--- config.mk ---
export PLATFORM = sky130hd
export DESIGN_NAME = hub_chirp_ctl
export DESIGN_NICKNAME = d
export VERILOG_FILES = /design/src/rtl/hcc_pkg.sv /design/src/rtl/hcc_period_timer.sv /design/src/rtl/hcc_k_qual.sv /design/src/rtl/hcc_chirp_seq.sv /design/src/rtl/hub_chirp_ctl.sv
export SDC_FILE = /design/constraint.sdc
export NUM_CORES = 1
export LEC_CHECK = 0
export ABC_AREA = 1
export ABC_CLOCK_PERIOD_IN_PS = 1500
export BUFFER_PORTS_ARGS = -buffer_cell sky130_fd_sc_hd__buf_4
export CORE_MARGIN = 4
export CORE_UTILIZATION = 55
export DETAILED_ROUTE_END_ITERATION = 10
export GPL_TIMING_DRIVEN = 0
export PLACE_DENSITY = 0.76
export SLEW_MARGIN = 10
export SYNTH_ARGS = -nofsm -noshare
export SYNTH_HDL_FRONTEND = slang
export SYNTH_SLANG_ARGS = --single-unit
--- constraint.sdc ---
create_clock -name clk -period 1.5 [get_ports clk]
set_input_delay 0.45 -clock clk [delete_from_list [all_inputs] [get_ports clk]]
set_output_delay 0.45 -clock clk [all_outputs]
set_load 0.03 [all_outputs]
--- src/rtl/hcc_pkg.sv ---
package hcc_pkg;

  typedef enum logic [2:0] {
    ST_IDLE,
    ST_LISTEN,
    ST_DEVK,
    ST_REPLY,
    ST_HSTAIL,
    ST_FSTAIL,
    ST_FIN
  } hcc_state_e;

  localparam logic [1:0] LINE_K = 2'b10;

endpackage

--- src/rtl/hcc_period_timer.sv ---
module hcc_period_timer #(
  parameter int unsigned END_T  = 21000,
  parameter int unsigned MARK_T = 14000
) (
  input  logic clk,
  input  logic rst_n,
  input  logic clr,
  input  logic run,
  input  logic tick,
  output logic at_end,
  output logic at_mark
);

  localparam int unsigned W = $clog2(END_T + 1);
  localparam logic [W-1:0] END_M1  = W'(END_T - 1);
  localparam logic [W-1:0] MARK_M1 = W'(MARK_T - 1);

  logic [W-1:0] cnt_q, cnt_d;
  logic         cnt_en;

  always_comb begin
    cnt_en = clr | (run & tick);
    cnt_d  = clr ? '0 : cnt_q + 1'b1;
  end

  always_ff @(posedge clk or negedge rst_n) begin
    if (!rst_n)      cnt_q <= '0;
    else if (cnt_en) cnt_q <= cnt_d;
  end

  assign at_end  = run & tick & (cnt_q == END_M1);
  assign at_mark = run & tick & (cnt_q == MARK_M1);

endmodule

--- src/rtl/hcc_k_qual.sv ---
module hcc_k_qual #(
  parameter int unsigned QUAL_T = 5
) (
  input  logic clk,
  input  logic rst_n,
  input  logic en,
  input  logic is_k,
  input  logic tick,
  output logic valid
);

  generate
    if (QUAL_T <= 1) begin : g_direct
      assign valid = en & is_k & tick;
    end else begin : g_count
      localparam int unsigned QW = $clog2(QUAL_T);
      localparam logic [QW-1:0] LAST = QW'(QUAL_T - 1);

      logic [QW-1:0] run_q, run_d;
      logic          run_en;

      always_comb begin
        run_en = ~en | ~is_k | tick;
        if (!en || !is_k)       run_d = '0;
        else if (run_q != LAST) run_d = run_q + 1'b1;
        else                    run_d = run_q;
      end

      always_ff @(posedge clk or negedge rst_n) begin
        if (!rst_n)      run_q <= '0;
        else if (run_en) run_q <= run_d;
      end

      assign valid = en & is_k & tick & (run_q == LAST);
    end
  endgenerate

endmodule

--- src/rtl/hcc_chirp_seq.sv ---
module hcc_chirp_seq #(
  parameter int unsigned CHIRP_T = 100,
  parameter int unsigned GAP_T   = 40,
  parameter int unsigned NCHIRP  = 6
) (
  input  logic clk,
  input  logic rst_n,
  input  logic clr,
  input  logic go,
  input  logic tick,
  output logic chirp_k,
  output logic chirp_j,
  output logic fin
);

  localparam int unsigned MAXP = (CHIRP_T > GAP_T) ? CHIRP_T : GAP_T;
  localparam int unsigned PW   = $clog2(MAXP + 1);
  localparam int unsigned IW   = $clog2(NCHIRP + 1);
  localparam logic [PW-1:0] GAP_M1   = PW'(GAP_T - 1);
  localparam logic [PW-1:0] CHIRP_M1 = PW'(CHIRP_T - 1);
  localparam logic [IW-1:0] IDX_LAST = IW'(NCHIRP - 1);

  logic          act_q, act_d;
  logic          gap_q, gap_d;
  logic [PW-1:0] ph_q, ph_d;
  logic [IW-1:0] idx_q, idx_d;
  logic          step, ph_last, idx_last, upd;

  always_comb begin
    step     = act_q & tick;
    ph_last  = gap_q ? (ph_q == GAP_M1) : (ph_q == CHIRP_M1);
    idx_last = (idx_q == IDX_LAST);
    upd      = clr | go | step;
    act_d    = act_q;
    gap_d    = gap_q;
    ph_d     = ph_q;
    idx_d    = idx_q;
    if (clr) begin
      act_d = 1'b0;
      gap_d = 1'b0;
      ph_d  = '0;
      idx_d = '0;
    end else if (go) begin
      act_d = 1'b1;
      gap_d = 1'b1;
      ph_d  = '0;
      idx_d = '0;
    end else if (step) begin
      if (ph_last) begin
        ph_d = '0;
        if (gap_q)         gap_d = 1'b0;
        else if (idx_last) act_d = 1'b0;
        else               idx_d = idx_q + 1'b1;
      end else begin
        ph_d = ph_q + 1'b1;
      end
    end
  end

  always_ff @(posedge clk or negedge rst_n) begin
    if (!rst_n) begin
      act_q <= 1'b0;
      gap_q <= 1'b0;
      ph_q  <= '0;
      idx_q <= '0;
    end else if (upd) begin
      act_q <= act_d;
      gap_q <= gap_d;
      ph_q  <= ph_d;
      idx_q <= idx_d;
    end
  end

  assign chirp_k = act_q & ~gap_q & ~idx_q[0];
  assign chirp_j = act_q & ~gap_q &  idx_q[0];
  assign fin     = step & ~gap_q & ph_last & idx_last;

endmodule

--- src/rtl/hub_chirp_ctl.sv ---
module hub_chirp_ctl
  import hcc_pkg::*;
#(
  parameter int unsigned TICK_NS  = 500,
  parameter int unsigned RESET_US = 10500,
  parameter int unsigned KQUAL_NS = 2500,
  parameter int unsigned CHIRP_US = 50,
  parameter int unsigned GAP_US   = 20,
  parameter int unsigned KMAX_US  = 7000,
  parameter int unsigned PAIRS    = 3
) (
  input  logic       clk,
  input  logic       rst_n,
  input  logic       start_i,
  input  logic [1:0] line_i,
  input  logic       tick_i,
  output logic       se0_o,
  output logic       chirp_k_o,
  output logic       chirp_j_o,
  output logic       hs_mode_o,
  output logic       done_o
);

  localparam int unsigned RESET_T = RESET_US * 1000 / TICK_NS;
  localparam int unsigned KQUAL_T = (KQUAL_NS + TICK_NS - 1) / TICK_NS;
  localparam int unsigned CHIRP_T = CHIRP_US * 1000 / TICK_NS;
  localparam int unsigned GAP_T   = GAP_US * 1000 / TICK_NS;
  localparam int unsigned KMAX_T  = KMAX_US * 1000 / TICK_NS;
  localparam int unsigned NCHIRP  = 2 * PAIRS;

  // reset: asserted asynchronously, released on the clock
  logic [1:0] rsync_q;
  logic       rst_sn;

  always_ff @(posedge clk or negedge rst_n) begin
    if (!rst_n) rsync_q <= 2'b00;
    else        rsync_q <= {rsync_q[0], 1'b1};
  end
  assign rst_sn = rsync_q[1];

  hcc_state_e state_q, state_d;
  logic       hs_q, hs_d, hs_en;
  logic       busy, is_k;
  logic       rt_end, rt_mark;
  logic       kq_en, kq_valid;
  logic       seq_go, seq_clr, seq_k, seq_j, seq_fin;

  assign is_k = (line_i == LINE_K);
  assign busy = state_q inside {ST_LISTEN, ST_DEVK, ST_REPLY, ST_HSTAIL, ST_FSTAIL};

  hcc_period_timer #(
    .END_T  (RESET_T),
    .MARK_T (KMAX_T)
  ) i_timer (
    .clk     (clk),
    .rst_n   (rst_sn),
    .clr     (start_i),
    .run     (busy),
    .tick    (tick_i),
    .at_end  (rt_end),
    .at_mark (rt_mark)
  );

  assign kq_en = (state_q == ST_LISTEN) & ~start_i;

  hcc_k_qual #(
    .QUAL_T (KQUAL_T)
  ) i_kqual (
    .clk   (clk),
    .rst_n (rst_sn),
    .en    (kq_en),
    .is_k  (is_k),
    .tick  (tick_i),
    .valid (kq_valid)
  );

  assign seq_clr = start_i | (state_q == ST_FIN);

  hcc_chirp_seq #(
    .CHIRP_T (CHIRP_T),
    .GAP_T   (GAP_T),
    .NCHIRP  (NCHIRP)
  ) i_seq (
    .clk     (clk),
    .rst_n   (rst_sn),
    .clr     (seq_clr),
    .go      (seq_go),
    .tick    (tick_i),
    .chirp_k (seq_k),
    .chirp_j (seq_j),
    .fin     (seq_fin)
  );

  // next state
  always_comb begin
    state_d = state_q;
    seq_go  = 1'b0;
    if (start_i) begin
      state_d = ST_LISTEN;
    end else begin
      case (state_q)
        ST_IDLE: state_d = ST_IDLE;
        ST_FIN:  state_d = ST_IDLE;
        default: begin
          if (rt_end) begin
            state_d = ST_FIN;
          end else begin
            case (state_q)
              ST_LISTEN: begin
                if (rt_mark)       state_d = ST_FSTAIL;
                else if (kq_valid) state_d = ST_DEVK;
              end
              ST_DEVK: begin
                if (!is_k) begin
                  state_d = ST_REPLY;
                  seq_go  = 1'b1;
                end else if (rt_mark) begin
                  state_d = ST_FSTAIL;
                end
              end
              ST_REPLY: begin
                if (seq_fin) state_d = ST_HSTAIL;
              end
              default: state_d = state_q;
            endcase
          end
        end
      endcase
    end
  end

  always_comb begin
    hs_en = start_i | ((state_q == ST_HSTAIL) & rt_end);
    hs_d  = ~start_i;
  end

  always_ff @(posedge clk or negedge rst_sn) begin
    if (!rst_sn) state_q <= ST_IDLE;
    else         state_q <= state_d;
  end

  always_ff @(posedge clk or negedge rst_sn) begin
    if (!rst_sn)    hs_q <= 1'b0;
    else if (hs_en) hs_q <= hs_d;
  end

  assign chirp_k_o = (state_q == ST_REPLY) & seq_k;
  assign chirp_j_o = (state_q == ST_REPLY) & seq_j;
  assign se0_o     = busy & ~(chirp_k_o | chirp_j_o);
  assign done_o    = (state_q == ST_FIN);
  assign hs_mode_o = hs_q;

endmodule

==> results.py <==
metrics = {
    "detailed_routing": {
        "drt-vias-per-instance": 5.48,
        "wl_met1_mm": 2.53,
        "route.vias.total": 2267,
        "detail_route.iter0.violations": 230,
        "detail_route.first_pass.iterations": 6,
        "post-route-drc-count": 0,
        "ant_nets": 0,
        "top_signal_layer_used": "met4",
        "route.detailed.wl_per_inst_um": 13.9,
        "met2_wirelength_mm": 2.81,
        "wl_met3_um": 258,
        "routed_wl_mm": 5.76,
    },
    "yosys": {
        "ys_warn_count": 0,
        "post_synth.cell_area_avg_um2": 7.01,
        "number_of_flops_mapped_to_enable_cells_by_yosys": 0,
        "synthDistinctLibCells": 31,
        "synth_async_sr_flop_share": 1.00,
        "synthCells": 319,
        "ys_seq_area_frac": 0.403,
        "synth.cell_area_mm2": 0.00224,
        "predominant_post_synthesis_flop_cell": "dfrtp_1",
        "ys_ff_latch": 36,
        "synth.net_count": 331,
    },
    "cts": {
        "worstSkewPairLatency_ns": 0.29,
        "cts_inserted_buffers": 5,
        "clock_tree_from_tritoncts": "done",
        "ctsRootBufferMaster": "clkbuf_8",
        "clkSinkCount": 36,
        "cts.reportedPaths.clkPinSlew_ns": 0.08,
        "cts_max_level": 2,
        "ctsLongestPathBuffers": 2,
    },
    "run": {
        "maxCapViolCount": 0,
    },
    "placed_design": {
        "portBuffers": 9,
        "place.detailed.hpwl_mm": 3.31,
        "place_congestion": 0.854,
        "preCtsSetupSlack_ns": -0.306,
    },
    "pwr": {
        "max-vdd-ir-drop_mv": 0.898,
        "total_power_w": 0.00374,
        "power_density_mw_per_mm2": 1260,
        "power.static_leakage_nw": 1.47,
    },
    "worst_setup_path": {
        "cp_data_required_time_ns": 1.05,
        "start_kind": "flop",
        "timing.setup.critical_path_class": "reg2out",
        "worst_setup_sp": "state_q[2]",
        "worst_ep_arrival_time_ns": 1.44,
        "cp_max_fo": 3,
        "regToRegStartpoint": "state_q[1]",
        "worstSetupEndpointType": "output pin",
    },
    "worst_hold_path": {
        "min-delay-path-class": "reg2async",
    },
    "final_layout": {
        "num-fill-cells": 246,
        "finalNetCount": 377,
        "n_antenna_cell": 0,
        "mostFrequentLayoutCells": "62 x nand2_1, 37 x inv_1, 33 x dfrtp_1",
        "areaGrowthSynthToFinish_pct": 33.1,
        "share_of_cells_above_drive_strength_1": 0.314,
        "layout_commonest_cell": "nand2_1",
    },
    "die": {
        "floorplan.die_area_mm2": 0.00515,
        "chipWidth_um": 71.8,
        "core_area_mm2": 0.00380,
        "row_count": 22,
        "die-height_um": 71.8,
        "start_util": 0.589,
        "io-pin-count": 11,
    },
    "global_routing": {
        "track_usage": 0.221,
        "grt_pass1_wl_mm": 9.15,
        "grt_start_max_net_pins": 35,
        "grt_overflow": 0,
        "antenna_found_initial": 0,
        "via_count_of_the_first_global_routing_pass": 2146,
    },
    "timing": {
        "final-setup-viol-count": 30,
        "report.final.hold_viol_count": 0,
        "worst_pin_slew_ns": 0.728,
        "layout_min_cycle_time_ns": 1.89,
        "timing.final.ws_setup_ns": -0.394,
        "slew_viol_final": 0,
        "worst_slew_margin_rel": 0.515,
        "rsz0062_at_grt": "true",
        "final.hold.worst_slack_ns": 0.324,
        "max_freq_mhz": 528,
        "post-route-period-util": 1.26,
        "finClkSkew_ns": 0.00998,
    },
    "run_status": {
        "failing_checks": "negative setup slack",
        "status": "finished, violations left",
    },
}
[cells in the mapped netlist (2+ instances only)]
| cell | number | area (um2) |
|---|---|---|
| inv_1 | 47 | 176 |
| ha_1 | 6 | 75.1 |
| nor3_1 | 6 | 30.0 |
| nand3_1 | 35 | 175 |
| nor2_1 | 45 | 169 |
| a211oi_1 | 2 | 15.0 |
| nand2_2 | 4 | 25.0 |
| a21oi_1 | 21 | 105 |
| o21ai_0 | 15 | 75.1 |
| nand2_1 | 74 | 278 |
| nand4_1 | 6 | 37.5 |
| a31oi_1 | 2 | 12.5 |
| nand3_4 | 2 | 35.0 |
| inv_2 | 2 | 7.51 |
| dfrtp_1 | 36 | 901 |
[sequential cells by signal, indices dropped and copies added (netlist names)]
| signal | count |
|---|---|
| i_kqual.g_count.run_q | 3 |
| i_seq.ph_q | 7 |
| i_seq.act_q | 1 |
| i_seq.idx_q | 3 |
| state_q | 3 |
| rsync_q | 2 |
| i_timer.cnt_q | 15 |
| hs_mode_o | 1 |
| i_seq.gap_q | 1 |
[final timing paths]
| check | cells after the start | slack [ns] | end |
|---|---|---|---|
| min in group clk | 0 | 0.35 | rsync_q[1] |
| worst min register to register | 0 | 0.32 | i_timer.cnt_q[3] |
| worst min-delay path | 0 | 0.32 | i_timer.cnt_q[3] |
| worst max-delay path | 6 | -0.39 | chirp_j_o |
| max in group asynchronous | 0 | 0.67 | state_q[0] |
| worst max register to register | 11 | -0.23 | i_seq.idx_q[2] |
[final cells by class]
class / count / area (um2) / share of cell area
Multi-Input combinational cell: 230 / 1360 / 0.455
Sequential cell: 36 / 905 / 0.304
Timing Repair Buffer: 39 / 344 / 0.116
Inverter: 50 / 200 / 0.0672
Clock buffer: 6 / 82.6 / 0.0277
Tap cell: 48 / 60.1 / 0.0202
Buffer: 3 / 20.0 / 0.00672
Clock inverter: 2 / 10.0 / 0.00336
[kinds of logic after synthesis]
family	Yosys count	share of synthesized area
flip-flops	36	0.403
AO/OA/AOI/OAI	42	0.101
XOR/XNOR	2	0.00783
buffers and inverters	53	0.0940
AND/OR/NAND/NOR	179	0.360
other	1	0.00168
adder cells (fa/ha/maj)	6	0.0336
[timing repair]
action | 4_1_cts | 5_1_grt
endpoints found under the setup margin | 25 | 35
cloned | 1 | 0
pin swaps | 17 | 12
hold buffers | 1 | 0
hold endpoints to repair | 2 | 0
resized for setup | 53 | 31
buffers inserted | 21 | 8
[power by group]
part           switching, W  total, W  internal, W
Sequential         0.000160   0.00127      0.00111
Combinational       0.00103   0.00176     0.000725
Clock              0.000348  0.000714     0.000366
Total               0.00154   0.00374      0.00220
[critical path: stages, from the launching register on]
cell and delay [ns]:
dfrtp_1 0.42, nor2_4 0.15, inv_2 0.07, nor2_4 0.15, nand3_4 0.11, nor2_4 0.11, buf_6 0.14
[metal layers]
| layer | up-vias | GRT usage |
|---|---|---|
| met5 | - | 0 |
| met4 | 0 | 0.102 |
| met3 | 26 | 0.0379 |
| met2 | 88 | 0.359 |
| met1 | 1040 | 0.287 |
| li1 | 1113 | - |
[stage by stage]
stage	cells	area [um2]	TNS, ns	util
floorplan	319	2290	-0.444	-
global placement	376	2420	-4.08	0.636
detailed placement	376	2420	-4.21	0.637
CTS	407	2840	-3.93	0.748
global route	414	2980	-8.36	0.784
finish	414	2980	-5.07	0.784
Note: power is estimated with default switching activity, not from simulation.
